File: src/rtl/fetch_pkg.sv
package fetch_pkg;

   // Default geometry of the fetch path
   localparam int unsigned DEF_WORD_BITS = 18;
   localparam int unsigned DEF_PC_W      = 10;
   localparam int unsigned DEF_OPC_LSB   = 12;
   localparam int unsigned DEF_OPC_W     = 5;

   // Source of the word part of the memory address
   typedef enum logic {
      WSRC_PC   = 1'b0,
      WSRC_OPER = 1'b1
   } word_src_e;

   // Ceiling log2 helper with a floor of one bit
   function automatic int unsigned bits_for(input int unsigned n);
      int unsigned w;
      w = 1;
      while ((1 << w) < n) w++;
      return w;
   endfunction

endpackage

File: src/rtl/fetch_bitctr.sv
module fetch_bitctr #(
   parameter int unsigned PERIODS = 18,
   parameter int unsigned CNT_W   = 5
) (
   input  logic             clk_i,
   input  logic             rst_i,
   output logic [CNT_W-1:0] cnt_o,
   output logic             last_o
);

   localparam logic [CNT_W-1:0] LAST = CNT_W'(PERIODS - 1);

   logic [CNT_W-1:0] cnt_q;

   if (PERIODS < 2) begin : g_bad_periods
      $error("fetch_bitctr: PERIODS must be at least 2");
   end
   if ((1 << CNT_W) < PERIODS) begin : g_bad_width
      $error("fetch_bitctr: CNT_W too narrow for PERIODS");
   end

   if ((1 << CNT_W) == PERIODS) begin : g_natural_wrap
      // Power-of-two period count: the adder wraps by itself
      always_ff @(posedge clk_i) begin
         if (rst_i) cnt_q <= '0;
         else       cnt_q <= cnt_q + 1'b1;
      end
   end else begin : g_compare_wrap
      always_ff @(posedge clk_i) begin
         if (rst_i)              cnt_q <= '0;
         else if (cnt_q == LAST) cnt_q <= '0;
         else                    cnt_q <= cnt_q + 1'b1;
      end
   end

   assign cnt_o  = cnt_q;
   assign last_o = (cnt_q == LAST);

endmodule

File: src/rtl/fetch_pc.sv
module fetch_pc #(
   parameter int unsigned PC_W = 10
) (
   input  logic            clk_i,
   input  logic            rst_i,
   input  logic            load_i,
   input  logic [PC_W-1:0] load_val_i,
   input  logic            step_i,
   output logic [PC_W-1:0] pc_o
);

   logic [PC_W-1:0] pc_q;

   if (PC_W < 1) begin : g_bad_pc
      $error("fetch_pc: PC_W must be positive");
   end

   // Load wins over step; the step wraps at the counter width
   always_ff @(posedge clk_i) begin
      if (rst_i)       pc_q <= '0;
      else if (load_i) pc_q <= load_val_i;
      else if (step_i) pc_q <= pc_q + 1'b1;
   end

   assign pc_o = pc_q;

endmodule

File: src/rtl/fetch_sreg.sv
module fetch_sreg #(
   parameter int unsigned WORD_BITS = 18
) (
   input  logic                 clk_i,
   input  logic                 rst_i,
   input  logic                 shift_i,
   input  logic                 bit_i,
   output logic [WORD_BITS-1:0] q_o
);

   logic [WORD_BITS-1:0] q;

   if (WORD_BITS < 2) begin : g_bad_len
      $error("fetch_sreg: WORD_BITS must be at least 2");
   end

   // New bit enters at the top; older bits move toward bit 0
   always_ff @(posedge clk_i) begin
      if (rst_i)        q <= '0;
      else if (shift_i) q <= {bit_i, q[WORD_BITS-1:1]};
   end

   assign q_o = q;

endmodule

File: src/rtl/fetch_ir.sv
module fetch_ir #(
   parameter int unsigned IR_W    = 17,
   parameter int unsigned ADDR_W  = 10,
   parameter int unsigned OPC_LSB = 12,
   parameter int unsigned OPC_W   = 5
) (
   input  logic              clk_i,
   input  logic              rst_i,
   input  logic              load_i,
   input  logic [IR_W-1:0]   d_i,
   output logic [IR_W-1:0]   ir_o,
   output logic              len_o,
   output logic [ADDR_W-1:0] addr_o,
   output logic [OPC_W-1:0]  opc_o
);

   localparam int unsigned ADDR_LSB = 1;
   localparam int unsigned ADDR_MSB = ADDR_LSB + ADDR_W - 1;
   localparam int unsigned OPC_MSB  = OPC_LSB + OPC_W - 1;

   if (OPC_MSB >= IR_W) begin : g_bad_opc
      $error("fetch_ir: opcode field exceeds the register");
   end
   if (OPC_LSB <= ADDR_MSB) begin : g_bad_overlap
      $error("fetch_ir: opcode field overlaps the address field");
   end

   logic [IR_W-1:0] ir_q;

   always_ff @(posedge clk_i) begin
      if (rst_i)       ir_q <= '0;
      else if (load_i) ir_q <= d_i;
   end

   assign ir_o   = ir_q;
   assign len_o  = ir_q[0];
   assign addr_o = ir_q[ADDR_MSB:ADDR_LSB];
   assign opc_o  = ir_q[OPC_MSB:OPC_LSB];

endmodule

File: src/rtl/bitser_fetch.sv
module bitser_fetch
   import fetch_pkg::*;
#(
   parameter int unsigned WORD_BITS = DEF_WORD_BITS,
   parameter int unsigned PC_W      = DEF_PC_W,
   parameter int unsigned OPC_LSB   = DEF_OPC_LSB,
   parameter int unsigned OPC_W     = DEF_OPC_W,
   parameter int unsigned BIT_W     = bits_for(DEF_WORD_BITS),
   parameter int unsigned MA_W      = DEF_PC_W + bits_for(DEF_WORD_BITS)
) (
   input  logic              clk_i,
   input  logic              rst_i,
   input  logic              fetch_i,
   input  logic              addr_sel_i,
   input  logic              shift_en_i,
   input  logic              pc_load_i,
   input  logic [PC_W-1:0]   pc_load_val_i,
   input  logic              mem_rd_bit_i,
   output logic [MA_W-1:0]   mem_addr_o,
   output logic              word_len_o,
   output logic [PC_W-1:0]   oper_addr_o,
   output logic [OPC_W-1:0]  opcode_o
);

   // Capture is one period early, so the register is one bit shorter
   localparam int unsigned IR_W = WORD_BITS - 1;

   if (MA_W != PC_W + BIT_W) begin : g_bad_ma
      $error("bitser_fetch: MA_W must equal PC_W + BIT_W");
   end
   if ((1 << BIT_W) < WORD_BITS) begin : g_bad_bitw
      $error("bitser_fetch: BIT_W cannot index every bit of a word");
   end

   logic [BIT_W-1:0]     bit_cnt;
   logic                 last_period;
   logic [PC_W-1:0]      pc;
   logic [WORD_BITS-1:0] sreg;
   logic [IR_W-1:0]      ir;
   logic                 capture;
   word_src_e            wsrc;
   logic [PC_W-1:0]      word_sel;

   assign capture = fetch_i & last_period;
   assign wsrc    = word_src_e'(addr_sel_i);

   fetch_bitctr #(
      .PERIODS (WORD_BITS),
      .CNT_W   (BIT_W)
   ) u_bitctr (
      .clk_i  (clk_i),
      .rst_i  (rst_i),
      .cnt_o  (bit_cnt),
      .last_o (last_period)
   );

   fetch_pc #(
      .PC_W (PC_W)
   ) u_pc (
      .clk_i      (clk_i),
      .rst_i      (rst_i),
      .load_i     (pc_load_i),
      .load_val_i (pc_load_val_i),
      .step_i     (capture),
      .pc_o       (pc)
   );

   fetch_sreg #(
      .WORD_BITS (WORD_BITS)
   ) u_sreg (
      .clk_i   (clk_i),
      .rst_i   (rst_i),
      .shift_i (shift_en_i),
      .bit_i   (mem_rd_bit_i),
      .q_o     (sreg)
   );

   fetch_ir #(
      .IR_W    (IR_W),
      .ADDR_W  (PC_W),
      .OPC_LSB (OPC_LSB),
      .OPC_W   (OPC_W)
   ) u_ir (
      .clk_i  (clk_i),
      .rst_i  (rst_i),
      .load_i (capture),
      .d_i    (sreg[WORD_BITS-1:1]),
      .ir_o   (ir),
      .len_o  (word_len_o),
      .addr_o (oper_addr_o),
      .opc_o  (opcode_o)
   );

   always_comb begin
      unique case (wsrc)
         WSRC_OPER: word_sel = oper_addr_o;
         default:   word_sel = pc;
      endcase
   end

   assign mem_addr_o = {word_sel, bit_cnt};

endmodule

File: config.mk
export PLATFORM = sky130hd
export DESIGN_NAME = bitser_fetch
export DESIGN_NICKNAME = d
export VERILOG_FILES = /design/src/rtl/fetch_pkg.sv /design/src/rtl/fetch_bitctr.sv /design/src/rtl/fetch_pc.sv /design/src/rtl/fetch_sreg.sv /design/src/rtl/fetch_ir.sv /design/src/rtl/bitser_fetch.sv
export SDC_FILE = /design/constraint.sdc
export NUM_CORES = 1
export LEC_CHECK = 0
export BUFFER_PORTS_ARGS = -buffer_cell sky130_fd_sc_hd__buf_2
export CAP_MARGIN = 40
export CORE_MARGIN = 2
export CORE_UTILIZATION = 35
export DETAILED_ROUTE_END_ITERATION = 10
export SYNTH_ARGS = -nofsm -noshare
export SYNTH_HDL_FRONTEND = slang
export SYNTH_SLANG_ARGS = --single-unit
export TNS_END_PERCENT = 30
File: constraint.sdc
create_clock -name clk_i -period 4.81 [get_ports clk_i]
set_input_delay 0 -clock clk_i [delete_from_list [all_inputs] [get_ports clk_i]]
set_output_delay 0 -clock clk_i [all_outputs]
set_load 0.05 [all_outputs]
[After elaboration in Yosys (flattened, before gate mapping)]
Index checks and enable logic that the tools add are counted.
Word-level totals
  register bits: 50
  input bits: 17
  output and inout bits: 31
  word-level logic and storage cells: 13
Cells by class
  $add $sub $neg: 2
  equality and inequality tests: 1
  muxes and demuxes: 3
  bitwise logic cells: 1
  reductions and logical operators: 2
Operators by type and width (count)
  10-bit 2-to-1 mux: 3
  10-bit by 1-bit adder with 10-bit output, second input constant: 1
  5-bit by 1-bit adder with 5-bit output, second input constant: 1
  5-bit equality test, second input constant: 1
  2-bit nonzero test: 1
  2-bit OR reduction: 1
  1-bit AND: 1

[Longest topological paths before layout]
  depth after elaboration: 4
  depth in mapped cells: 8
  mapped depth without buffers: 6

[Modules after synthesis]
Synthesis repeated with hierarchy kept, for this count alone.
Second synthesis, totals
  cells, all modules: 232
  area, all modules: 2341.0 µm²
By module, submodules not included
  fetch_ir: times used 1, cells each 71, area an instance 734.5 µm², seq. area each 340.3 µm²
  fetch_sreg: times used 1, cells each 58, area an instance 649.4 µm², seq. area each 360.3 µm²
  fetch_pc: times used 1, cells each 68, area an instance 563.0 µm², seq. area each 200.2 µm²
  fetch_bitctr: times used 1, cells each 23, area an instance 226.5 µm², seq. area each 100.1 µm²
  bitser_fetch: times used 1, cells each 12, area an instance 167.7 µm², seq. area each 0.0 µm²

[Worst setup path before layout]
No wires, ideal clock.
  path type: reg-to-reg
  start: reg u_bitctr.cnt_q[0], in the netlist u_bitctr.cnt_o[0]
  end: reg u_pc.pc_q[7], in the netlist u_pc.pc_o[7]
  setup time: 91 ps
  arrival time: 2101 ps
  required time: 4719 ps
  path slack: 2618 ps
  stages on the path, launching flop included: 7
  path buffers: 1
  period minus slack after synthesis: 2192 ps
  path through: dfxtp_1 ha_1 nand4bb_1 buf_2 or3_4 or3_1 a311oi_1
On the way
  cells in the longest elaborated chain, start to end: 3
Ends and longest elaborated chain
  from (decl): line fetch_bitctr.sv:13  | logic [CNT_W-1:0] cnt_q;
  from (signal assigned): line fetch_bitctr.sv:32  | else cnt_q <= cnt_q + 1'b1;
  5-bit equality test: line fetch_bitctr.sv:37  | assign last_o = (cnt_q == LAST);
  1-bit AND: line bitser_fetch.sv:44  | assign capture = fetch_i & last_period;
  2-bit nonzero test (no line)
  to (signal assigned): line fetch_pc.sv:21  | else if (load_i) pc_q <= load_val_i;
  to (signal assigned): line fetch_pc.sv:22  | else if (step_i) pc_q <= pc_q + 1'b1;
  to (decl): line fetch_pc.sv:12  | logic [PC_W-1:0] pc_q;
Every way passes these cells.
A chain may end at the register's enable or synchronous reset.

[Worst setup path in the final report]
  start: reg u_bitctr.cnt_q[0], in the netlist u_bitctr.cnt_o[0]
  end: reg u_pc.pc_q[2], in the netlist u_pc.pc_o[2]
The elaborated chain is that of the path after synthesis.

==> run metrics <==
status=completed; pwr/cell area=302.1 nW/um^2; post-CTS resize count=0; DP Area=2276 um^2; met1 WL=2.193 mm; Mapped Cells=227; setup bufs post-CTS=0; top_reg_cell synth=dfxtp_1; gr ovfl total=0; root buf cell=clkbuf_8; final hold violations=0; top post-synthesis cells by count=dfxtp_1 (48), nand2_1 (41), nor2_1 (31), a21oi_1 (17), mux2i_1 (17); maxcap violations=0; Post-synth EDFFs=0; YS warnings=0; hold crit path type=in -> reg; flops & latches, synth=48; kind of critical path=reg -> reg; DRT iter0 DRCs=62; Peak Freq=384.4 MHz; Pins Over Slew Limit=0; die area=6344 um^2; Area growth syn-to-layout=23.92%; largest net degree at the start of global routing=45; H-tree Lvls=2; Power Internal=0.5650 mW; Mapped Nets=247; final setup TNS=0 ps; top sig layer=met4; mean area per synthesized cell=8.825 um^2; DRC violations left=0; aggregate routed wire length=4.512 mm; via/cell ratio=4.684; CTS tree=done; clk_lat worst skew=290 ps; top-count cell post-synth=dfxtp_1; worst-margin pin slew=809.4 ps; antenna violations before repair=0; site row count=27; Wirelength per Cell=approximately 13 um; clk sinks=48; slew margin rel.=46.04%; clock period minus worst slack=2601 ps; vias in the first global route=1554; Sw Pwr=between 0.15 and 0.2 mW; Vias=1644; combinational power share=10.8%; Static Leakage=1.046 nW; Post-Layout Cell Count=351; Inst Count DP=333; synth unique cells=32; Routed Antenna Nets=0; RSZ-0062 raised after global routing=no; GRT Total Usage=15.07%; largest cells by area after synthesis=dfxtp_1 (48%), mux2i_1 (8.5%), nand2_1 (7.7%), nor2_1 (5.8%), mux2_2 (4.5%); post-synthesis cell area=2003 um^2; CTS max path bufs=2; Async S/R FF share, synth=0%; Initial Util=36.38%; cell taking the most area after synthesis=dfxtp_1; Port Buffers=47; Detail Route met3 WL=approximately 250 um; final period utilization=a little over half; peak supply drop=0.0001490 V; chip height=79.65 um; Worst Setup Start Kind=flip-flop; sequential fraction of the synthesis area=47.97%; CTS Buf Count=5; # diodes=0; first-pass iteration count of the detailed router=4; Synth top area share=47.97%; Req. time, crit path=5050 ps; Switching Share=24.65%; Reg power frac=55.6%; CP arrival=2850 ps; Final Instance Area=around 2500 um^2; die width=about 80 um; Routability Congestion=0.7926; number of top-level pins=48; Net count, final=between 200 and 300; crit path max fanout=20; Setup Skew=6.392 ps; clk slew on worst S/H paths=around 80 ps; Clk pwr share=33.7%; hpwl dp=just over 3 mm; Worst Setup End Kind=flip-flop; core area=around 5500 um^2; share of layout cells above drive strength 1=about a quarter; # setup viols final=0; first-pass GRT wire length=7.452 mm; routed wl met2=just over 2 mm
## per-layer routing
metal / global-route usage [%] / vias up
met2: 23.45 / 40
met3: 5.090 / 4
met1: 19.75 / 729
met4: 4.483 / 0
li1: - / 871
met5: 0 / -
## sequential cells by signal (all words and copies together) (netlist names)
| signal | cells |
|---|---|
| u_bitctr.cnt_o | 5 |
| u_ir.ir_o | 16 |
| u_pc.pc_o | 10 |
| u_sreg.q_o | 17 |
## power groups by stage
stage	Clock [mW]	Combinational (mW)	Sequential (mW)
2_1_floorplan	0	0.0484	0.430
5_1_grt	0.279	0.0877	0.418
3_3_place_gp	0	0.0741	0.425
3_5_place_dp	0	0.0741	0.426
6_report	0.252	0.0810	0.417
4_1_cts	0.262	0.0812	0.416
## logic make-up after synthesis
kind of cell	share of synthesized area (%)
AND/OR/NAND/NOR	19.93
flip-flops	47.97
AO/OA/AOI/OAI	9.994
multiplexers	12.99
buffers and inverters	3.748
XOR/XNOR	3.498
adder cells (fa/ha/maj)	1.874
## stage by stage
| stage | hold slack [ps] | util [%] | total power [mW] | worst slack, ps |
|---|---|---|---|---|
| 5_1_grt | 87.14 | 45.08 | 0.7851 | 1994 |
| 2_1_floorplan | 110.5 | - | 0.4787 | 2618 |
| 3_3_place_gp | 233.4 | 41.33 | 0.4995 | 2850 |
| 4_1_cts | 64.56 | 45.08 | 0.7594 | 2225 |
| 6_report | 66.51 | 45.08 | 0.7498 | 2209 |
| 3_5_place_dp | 244.8 | 41.33 | 0.4999 | 2708 |
## area by class of cell
class / count / area [um^2]
clock buffers: 7 / 96.34
fillers: 557 / 3024
multi-input cells: 160 / 967.2
well taps: 72 / 90.09
inverters: 6 / 22.52
repair buffers: 58 / 345.3
flip-flops and latches: 48 / 960.9
## critical path, cell delays in order (launching register included)
cell	delay, ps
dfxtp_1	410
ha_1	190
and4bb_2	230
and2_1	600
a211oi_1	160
a2111oi_0	360
dlygate4sd3_1	600
## layout by cell type (no fill, tap or decap), types with 2 or more instances in the layout
master         Yosys  routed
a211oi_1           6       6
a21oi_1           17      17
a311oi_1           3       3
buf_2              3      47
clkbuf_8           0       7
dfxtp_1           48      48
dlygate4sd3_1      0      11
ha_1               3       3
inv_1              5       5
mux2_2             8       8
mux2i_1           17      17
nand2_1           41      41
nand3_1            4       4
nand4_1            2       2
nor2_1            31      31
nor3_1             3       3
o21ai_0            4       4
or3_1              2       2
xnor2_1            6       6
xor2_1             2       2
## worst paths after layout
path	startpoint	to	slack [ps]	cells past startpoint
worst max-delay path	u_bitctr.cnt_o[0]	u_pc.pc_o[2]	2210	6
worst min-delay path	pc_load_val_i[9]	u_pc.pc_o[9]	70	4
worst max register to register	u_bitctr.cnt_o[0]	u_pc.pc_o[2]	2210	6
worst min register to register	u_ir.ir_o[13]	u_ir.ir_o[13]	460	2
## repair_timing
| item | CTS | global route |
|---|---|---|
| endpoints found under the setup margin | 0 | 0 |
| endpoints found under the hold margin | 10 | 0 |
| hold buffers | 11 | 0 |
(Power assumes the default switching activity.)
